**config.mk**
```make
export PLATFORM = sky130hd
export DESIGN_NAME = wseq_top
export DESIGN_NICKNAME = d
export VERILOG_FILES = /design/src/rtl/wseq_pkg.sv /design/src/rtl/wseq_arm.sv /design/src/rtl/wseq_join.sv /design/src/rtl/wseq_delay.sv /design/src/rtl/wseq_top.sv
export SDC_FILE = /design/constraint.sdc
export NUM_CORES = 1
export LEC_CHECK = 0
export ABC_AREA = 0
export BUFFER_PORTS_ARGS = -buffer_cell sky130_fd_sc_hd__buf_2
export CAP_MARGIN = 20
export CORE_ASPECT_RATIO = 0.6
export CORE_UTILIZATION = 49
export CTS_BUF_LIST = sky130_fd_sc_hd__clkbuf_4
export DETAILED_ROUTE_END_ITERATION = 7
export PLACE_DENSITY = 0.85
export SYNTH_ARGS = -nofsm -noshare
export SYNTH_HDL_FRONTEND = slang
export SYNTH_SLANG_ARGS = --single-unit
export TNS_END_PERCENT = 1
```
**constraint.sdc**
```tcl
create_clock -name clk -period 1.7 [get_ports clk]
set_input_delay 0.085 -clock clk [delete_from_list [all_inputs] [get_ports clk]]
set_output_delay 0.085 -clock clk [all_outputs]
set_load 0.01 [all_outputs]
```
**src/rtl/wseq_pkg.sv**
```systemverilog
package wseq_pkg;

  // Round phase, exported as a named wire for observation.
  typedef enum logic [1:0] {
    PH_GATHER = 2'd0,
    PH_HOLD   = 2'd1,
    PH_ABORT  = 2'd2
  } wseq_phase_e;

  // A wait branch counts as complete if it was already finished earlier
  // or if its event is taken in this cycle.
  function automatic logic branch_done(input logic armed, input logic hit);
    return (!armed) || hit;
  endfunction

  // The join fires when the gather phase is live, both branches are
  // complete and no abort is present.
  function automatic logic join_fire(input logic a_armed, input logic a_hit,
                                     input logic d_armed, input logic d_hit,
                                     input logic abort);
    return !abort && (a_armed || d_armed)
           && branch_done(a_armed, a_hit) && branch_done(d_armed, d_hit);
  endfunction

endpackage

```
**src/rtl/wseq_arm.sv**
```systemverilog
module wseq_arm #(
  parameter int W = 8
) (
  input  logic         clk,
  input  logic         rst_n,
  input  logic         abort_i,
  input  logic         rearm_i,
  input  logic         ev_vld_i,
  input  logic [W-1:0] ev_val_i,
  output logic         armed_o,
  output logic         hit_o,
  output logic [W-1:0] val_o
);

  logic         armed_q;
  logic [W-1:0] cap_q;
  logic         hit;

  // An event counts only while armed and not during an abort.
  assign hit = armed_q && ev_vld_i && !abort_i;

  always_ff @(posedge clk) begin
    if (!rst_n) begin
      armed_q <= 1'b1;
      cap_q   <= '0;
    end else if (abort_i) begin
      armed_q <= 1'b1;
      cap_q   <= '0;
    end else begin
      if (hit) begin
        armed_q <= 1'b0;
        cap_q   <= ev_val_i;
      end
      if (rearm_i) begin
        armed_q <= 1'b1;
      end
    end
  end

  assign armed_o = armed_q;
  assign hit_o   = hit;
  assign val_o   = hit ? ev_val_i : cap_q;

endmodule

```
**src/rtl/wseq_join.sv**
```systemverilog
module wseq_join (
  input  logic a_armed_i,
  input  logic a_hit_i,
  input  logic d_armed_i,
  input  logic d_hit_i,
  input  logic abort_i,
  output logic fire_o
);
  import wseq_pkg::*;

  always_comb begin
    fire_o = join_fire(a_armed_i, a_hit_i, d_armed_i, d_hit_i, abort_i);
  end

endmodule

```
**src/rtl/wseq_delay.sv**
```systemverilog
module wseq_delay #(
  parameter int LW = 4
) (
  input  logic          clk,
  input  logic          rst_n,
  input  logic          abort_i,
  input  logic          fire_i,
  input  logic [LW-1:0] lat_i,
  output logic          busy_o,
  output logic          rearm_o
);

  logic          run_q;
  logic [LW-1:0] cnt_q;

  function automatic logic [LW-1:0] step_down(input logic [LW-1:0] c);
    return c - LW'(1);
  endfunction

  function automatic logic at_last(input logic [LW-1:0] c);
    return c == LW'(1);
  endfunction

  // The round ends either straight after a zero-latency write or on the
  // last tick of the countdown.
  assign rearm_o = !abort_i &&
                   ((fire_i && (lat_i == '0)) || (run_q && at_last(cnt_q)));

  always_ff @(posedge clk) begin
    if (!rst_n) begin
      run_q <= 1'b0;
      cnt_q <= '0;
    end else if (abort_i) begin
      run_q <= 1'b0;
      cnt_q <= '0;
    end else if (fire_i) begin
      run_q <= (lat_i != '0);
      cnt_q <= lat_i;
    end else if (run_q) begin
      if (at_last(cnt_q)) begin
        run_q <= 1'b0;
      end
      cnt_q <= step_down(cnt_q);
    end
  end

  assign busy_o = run_q;

endmodule

```
**src/rtl/wseq_top.sv**
```systemverilog
module wseq_top #(
  parameter int AW = 8,
  parameter int DW = 8,
  parameter int LW = 4
) (
  input  logic          clk,
  input  logic          rst_n,
  input  logic          addr_vld,
  input  logic [AW-1:0] addr_val,
  input  logic          data_vld,
  input  logic [DW-1:0] data_val,
  input  logic [LW-1:0] latency,
  input  logic          replay,
  output logic          wr_en,
  output logic [AW-1:0] wr_addr,
  output logic          busy,
  output logic [DW-1:0] wr_data
);
  import wseq_pkg::*;

  // Named internal events.
  logic        a_armed, a_hit;
  logic        d_armed, d_hit;
  logic        fire;
  logic        rearm;
  logic        hold;
  wseq_phase_e phase;

  wseq_arm #(.W(AW)) u_addr (
    .clk(clk), .rst_n(rst_n), .abort_i(replay), .rearm_i(rearm),
    .ev_vld_i(addr_vld), .ev_val_i(addr_val),
    .armed_o(a_armed), .hit_o(a_hit), .val_o(wr_addr)
  );

  wseq_arm #(.W(DW)) u_data (
    .clk(clk), .rst_n(rst_n), .abort_i(replay), .rearm_i(rearm),
    .ev_vld_i(data_vld), .ev_val_i(data_val),
    .armed_o(d_armed), .hit_o(d_hit), .val_o(wr_data)
  );

  wseq_join u_join (
    .a_armed_i(a_armed), .a_hit_i(a_hit),
    .d_armed_i(d_armed), .d_hit_i(d_hit),
    .abort_i(replay), .fire_o(fire)
  );

  wseq_delay #(.LW(LW)) u_delay (
    .clk(clk), .rst_n(rst_n), .abort_i(replay), .fire_i(fire),
    .lat_i(latency), .busy_o(hold), .rearm_o(rearm)
  );

  always_comb begin
    if (replay)    phase = PH_ABORT;
    else if (hold) phase = PH_HOLD;
    else           phase = PH_GATHER;
  end

  assign wr_en = fire;
  assign busy  = hold;

endmodule

```
# Word level (Yosys, flattened, before mapping)
# Cells that the tools add are included.
[totals] input_bits=25 reg_bits=23 latch_bits=0 mem_bits_rw=0 mem_bits_ro=0 mem_count=0
[op_classes] n_mux=7 div=0 n_lt_le_gt_ge=0 addsub=1 bitwise=1 n_shift=0 multipliers=0 n_eq_ne=1 reduce_logical=22
[op_table] op="8-bit 2-to-1 mux" count=2
[op_table] op="1-bit logical AND" count=10
[op_table] op="4-bit 2-to-1 mux" count=2
[op_table] op="4-bit by 1-bit == test with 1-bit output (second input constant)" count=1
[op_table] op="4-bit zero test" count=1
[op_table] op="1-bit logical OR" count=4
[op_table] op="4-bit nonzero test" count=1
[op_table] op="4-bit by 1-bit subtractor with 4-bit output (second input constant)" count=1
[op_table] op="1-bit zero test" count=3
[op_table] op="1-bit 2-to-1 mux" count=3
[op_table] op="3-bit OR reduction" count=1
[op_table] op="2-bit nonzero test" count=1
[op_table] op="2-bit OR reduction" count=1
[op_table] op="1-bit NOT" count=1

# Longest topological paths before layout
[depth] word_depth=9 depth_mapped=5 mapped_depth_nobuf=5

# By module
# Synthesis repeated with hierarchy kept, for this count alone.
[unflattened] hier_cells=141 hier_area_um2=1398.8
[modules_own_cells] module="wseq_arm" seq_area_each_um2=180.2 cells_each=51 n_inst=2 area_per_inst_um2=518.0
[modules_own_cells] module="wseq_delay" seq_area_each_um2=100.1 cells_each=36 n_inst=1 area_per_inst_um2=329.1
[modules_own_cells] module="wseq_join" seq_area_each_um2=0.0 cells_each=3 n_inst=1 area_per_inst_um2=33.8

# Worst setup path after synthesis
# Ideal clock, no wire load.
[synth_path] path_kind="flip-flop to flip-flop" from="reg u_data.armed_q (netlist: u_data.armed_o)" to="reg u_delay.run_q (netlist: u_delay.busy_o)" path_slack_ps=415 stages_incl_launch_ff=4 n_path_buf=0 t_required_ps=1633 t_arrival_ps=1217 setup_time_ps=67 cell_sequence="dfxtp_1 -> mux2_4 -> a311o_1 -> a21oi_2"
[synth_via] elab_chain_len=5 elab_cells_between_ends=9 cone_classes="mux (1); reduce/logical (8)"
[synth_lines] item="start: declaration" line_no="wseq_arm.sv:15" rtl="logic armed_q;"
[synth_lines] item="start signal: assignment" line_no="wseq_arm.sv:24" rtl="armed_q <= 1'b1;"
[synth_lines] item="start signal: assignment" line_no="wseq_arm.sv:27" rtl="armed_q <= 1'b1;"
[synth_lines] item="start signal: assignment" line_no="wseq_arm.sv:31" rtl="armed_q <= 1'b0;"
[synth_lines] item="1-bit logical OR / 1-bit logical AND (equally long branches)" line_no="wseq_pkg.sv:21, wseq_arm.sv:20"
[synth_lines] item="1-bit logical AND (on tied branches)" line_no="wseq_pkg.sv:21, wseq_arm.sv:20"
[synth_lines] item="1-bit logical AND / 1-bit logical OR (equally long branches)" line_no="wseq_pkg.sv:22, wseq_pkg.sv:13"
[synth_lines] item="1-bit logical AND (*)" line_no="wseq_pkg.sv:22" rtl="&& branch_done(a_armed, a_hit) && branch_done(d_armed, d_hit);"
[synth_lines] item="1-bit 2-to-1 mux (*)" line_no="wseq_delay.sv:36" rtl="end else if (fire_i) begin"
[synth_lines] item="end signal: assignment" line_no="wseq_delay.sv:37" rtl="run_q <= (lat_i != '0);"
[synth_lines] item="end: declaration" line_no="wseq_delay.sv:13" rtl="logic run_q;"
# Every way passes the cells marked *; elsewhere a longest branch is shown, timed or not.
# A chain may end at the register's enable or synchronous reset.

# Final worst setup path
[layout_path] from="reg u_addr.armed_q (netlist: u_addr.armed_o)" to="out wr_en"
[layout_via] elab_chain_len=5 elab_cells_between_ends=8 cone_classes="reduce/logical (8)"
[layout_lines] item="start: declaration" line_no="wseq_arm.sv:15"
[layout_lines] item="start signal: assignment" line_no="wseq_arm.sv:24"
[layout_lines] item="start signal: assignment" line_no="wseq_arm.sv:27"
[layout_lines] item="start signal: assignment" line_no="wseq_arm.sv:31"
[layout_lines] item="1-bit logical AND (2 in a row)" line_no="wseq_arm.sv:20" rtl="assign hit = armed_q && ev_vld_i && !abort_i;"
[layout_lines] item="1-bit logical OR" line_no="wseq_pkg.sv:13" rtl="return (!armed) || hit;"
[layout_lines] item="1-bit logical AND (*) (2 in a row)" line_no="wseq_pkg.sv:22"
[layout_lines] item="end: declaration" line_no="wseq_top.sv:14" rtl="output logic wr_en,"
# Marked as above.

==> impl_metrics.tcl <==
set metrics [dict create \
    grt_max_degree 18 \
    clock_sinks 23 \
    io_pins 43 \
    p_leak_uw 0.000634 \
    first_pass_iters 4 \
    min_period_ns 1.52 \
    cts.repair.resized 0 \
    yosysUniqueCellTypes 28 \
    htreeDepth 1 \
    n_antenna_cell 0 \
    clockRootBuffer "clkbuf_4" \
    layout-drive-gt1-share_pct 48.3 \
    reg2reg_slack_ns 0.38 \
    power_switching_uw 256 \
    via_per_inst 5.07 \
    netSwitchingFraction_pct 25.5 \
    fin_ws_ns 0.176 \
    synthToLayoutAreaGrowth_pct 26.3 \
    crit_type "register to output pin" \
    intPower_uw 749 \
    setup_violations 0 \
    grt_use_total_pct 20.6 \
    synth_warnings 0 \
    grt_pass1_wl_um 3530 \
    cp-endpoint "wr_en" \
    port_buffers 42 \
    cts.clk_slew.worst_paths_ns 0.13 \
    startpoint_type "register" \
    cp_max_fo 6 \
    r2r_cells 5 \
    ys_ff_latch 23 \
    hold_class "primary input to register" \
    syn-num-nets 127 \
    die-width_um 62.3 \
    syn_avg_cell_area_um2 10.7 \
    arrival_ns 1.44 \
    wl_per_cell_um 12.9 \
    dieArea_mm2 0.00238 \
    cts-hold-fix-buffers 0 \
    r2r-end "u_delay.cnt_q[1]" \
    gp_congestion 0.860 \
    netlist_area_mm2 0.00107 \
    cts_setup_buffers 0 \
    finalSetupTns_ns 0 \
    rows 12 \
    combPwrFrac_pct 16.9 \
    vias 877 \
    slew_violations 0 \
    fmax_mhz 656 \
    cts_tree "yes" \
    tightest_slew_ns 0.415 \
    power-per-cell-area_mw_per_mm2 744 \
    grt_pass1_vias 823 \
    drtAntennaViolNets 0 \
    hold_start "latency[1]" \
    ys_seq_area_share_pct 43.0 \
    clockBufferDepth 2 \
    clockPowerShare_pct 27.2 \
    hold_viol 0 \
    die_h_um 38.2 \
    yosysTopAreaCellShare_pct 43.0 \
    synthCells 100 \
    wirelength_um 2230 \
    peakVddDrop_uv 594 \
    cp.required_ns 1.62 \
    first_iter_violations 34 \
    drc_errors 0 \
    slew_headroom_pct 72.0 \
    r2r_start "u_delay.cnt_q[0]" \
    start_util_pct 54.8 \
    drv_cap 0 \
    grt_setup_unrepaired "no" \
    grt_overflow_total 0 \
    place_ws_ns 0.371 \
    fin_crit_sh_pct 89.7 \
    synth_area_leaders "dfxtp_1 43%, mux2_2 17%, nor2b_1 9.9%" \
    clock_latency_ns 0.32 \
    core-area_mm2 0.00195 \
    cts-buffers-inserted 3 \
    power_frac_seq_pct 55.9 \
    critPathLaunch "u_addr.armed_o" \
    fin_worst_skew_ns 0.00900 \
    hpwlAfterDp_um 1650 \
    antenna_found_initial 0 \
    crit_path_end_kind "output pin" \
    whs_ns 0.0642 \
    design_power_total_uw 1010 \
    status "finished clean" \
    yosysTopAreaCell "dfxtp_1" \
    nNetsFinal 173 \
]
[registers in the layout, indices dropped and copies added (netlist names)]
signal          flops
u_addr.cap_q        8
u_data.cap_q        8
u_addr.armed_o      1
u_delay.cnt_q       4
u_delay.busy_o      1
u_data.armed_o      1
[how the worst min path moves through the flow]
stage / slack (ns) / cells after the start / to
2_1_floorplan: 0.24 / 2 / u_delay.cnt_q[1]
3_3_place_gp: 0.37 / 3 / u_delay.cnt_q[1]
3_5_place_dp: 0.38 / 3 / u_delay.cnt_q[1]
4_1_cts: 0.03 / 3 / u_delay.cnt_q[1]
5_1_grt: 0.05 / 3 / u_delay.cnt_q[1]
6_report: 0.06 / 3 / u_delay.cnt_q[1]
[stage by stage]
step / utilization, % / cell area (µm²) / cells
floorplan: - / 1070 / 100
global placement: 67.4 / 1320 / 169
detailed placement: 67.4 / 1320 / 169
CTS: 68.9 / 1350 / 173
global route: 69.2 / 1350 / 173
finish: 69.2 / 1350 / 173
[cells in the final DEF, fill, tap and decap left out, drive strengths merged]
cell,netlist,routed
buf,0,43
dfxtp,23,23
nor2b,17,17
mux2,17,17
inv,7,7
clkbuf,2,4
a21oi,4,4
nand3b,2,2
nand2,2,2
nor4,2,2
a211oi,2,2
nand4,2,2
o311ai,2,2
o21ai,2,2
o211ai,2,2
xnor2,2,2
ha,2,2
or2b,1,1
nand3,1,1
nand2b,1,1
xor2,1,1
mux2i,1,1
or2,1,1
or4,1,1
nor3b,1,1
nor4b,1,1
a311o,1,1
[cell type report]
cell class	instances	area, µm²
Fill cell	157	601
Tap cell	28	35.0
Clock buffer	4	30.0
Sequential cell	23	462
Multi-Input combinational cell	68	581
Inverter	7	26.3
Timing Repair Buffer	43	218
[cell usage after synthesis]
library cell	instances
o211ai_1	2
xnor2_1	2
inv_1	7
nand2b_1	1
nor2b_1	17
a21oi_1	3
nand4_1	2
or4_1	1
nand3_1	1
nand3b_4	2
nor3b_1	1
nor4b_1	1
a21oi_2	1
o21ai_0	2
xor2_1	1
nor4_1	2
o311ai_0	2
or2b_1	1
clkbuf_1	2
nand2_1	2
dfxtp_1	23
ha_1	2
mux2i_1	1
mux2_2	16
or2_2	1
a211oi_1	2
a311o_1	1
mux2_4	1
[power groups by stage]
stage          combinational [µW]  sequential, µW  clock, µW
6_report                      170             562        273
2_1_floorplan                 100             572          0
3_3_place_gp                  162             573          0
3_5_place_dp                  168             574          0
4_1_cts                       168             562        277
5_1_grt                       185             564        305
[layer usage]
metal	vias to the layer above	share of wire (%)	GRT usage, %	wire (µm)
met2	37	49	38.5	1090
met4	0	0.99	9.30	22
met5	-	0	0	0
met1	395	44	21.8	970
li1	443	-	-	-
met3	2	6.7	7.44	149
[critical path, stage by stage (launching register included)]
cell,delay [ns]
dfxtp_1,0.45
or2b_1,0.32
nand3_2,0.17
inv_1,0.05
buf_2,0.13
[logic make-up after synthesis]
group / after synthesis / share of synthesized area, %
buf+inv: 9 / 3.16
compound gates: 13 / 8.54
fa+ha+maj: 2 / 2.34
mux: 18 / 19.2
simple gates: 32 / 21.3
xor+xnor: 3 / 2.46
flops: 23 / 43.0
No activity file was read; power rests on OpenSTA's default activity.
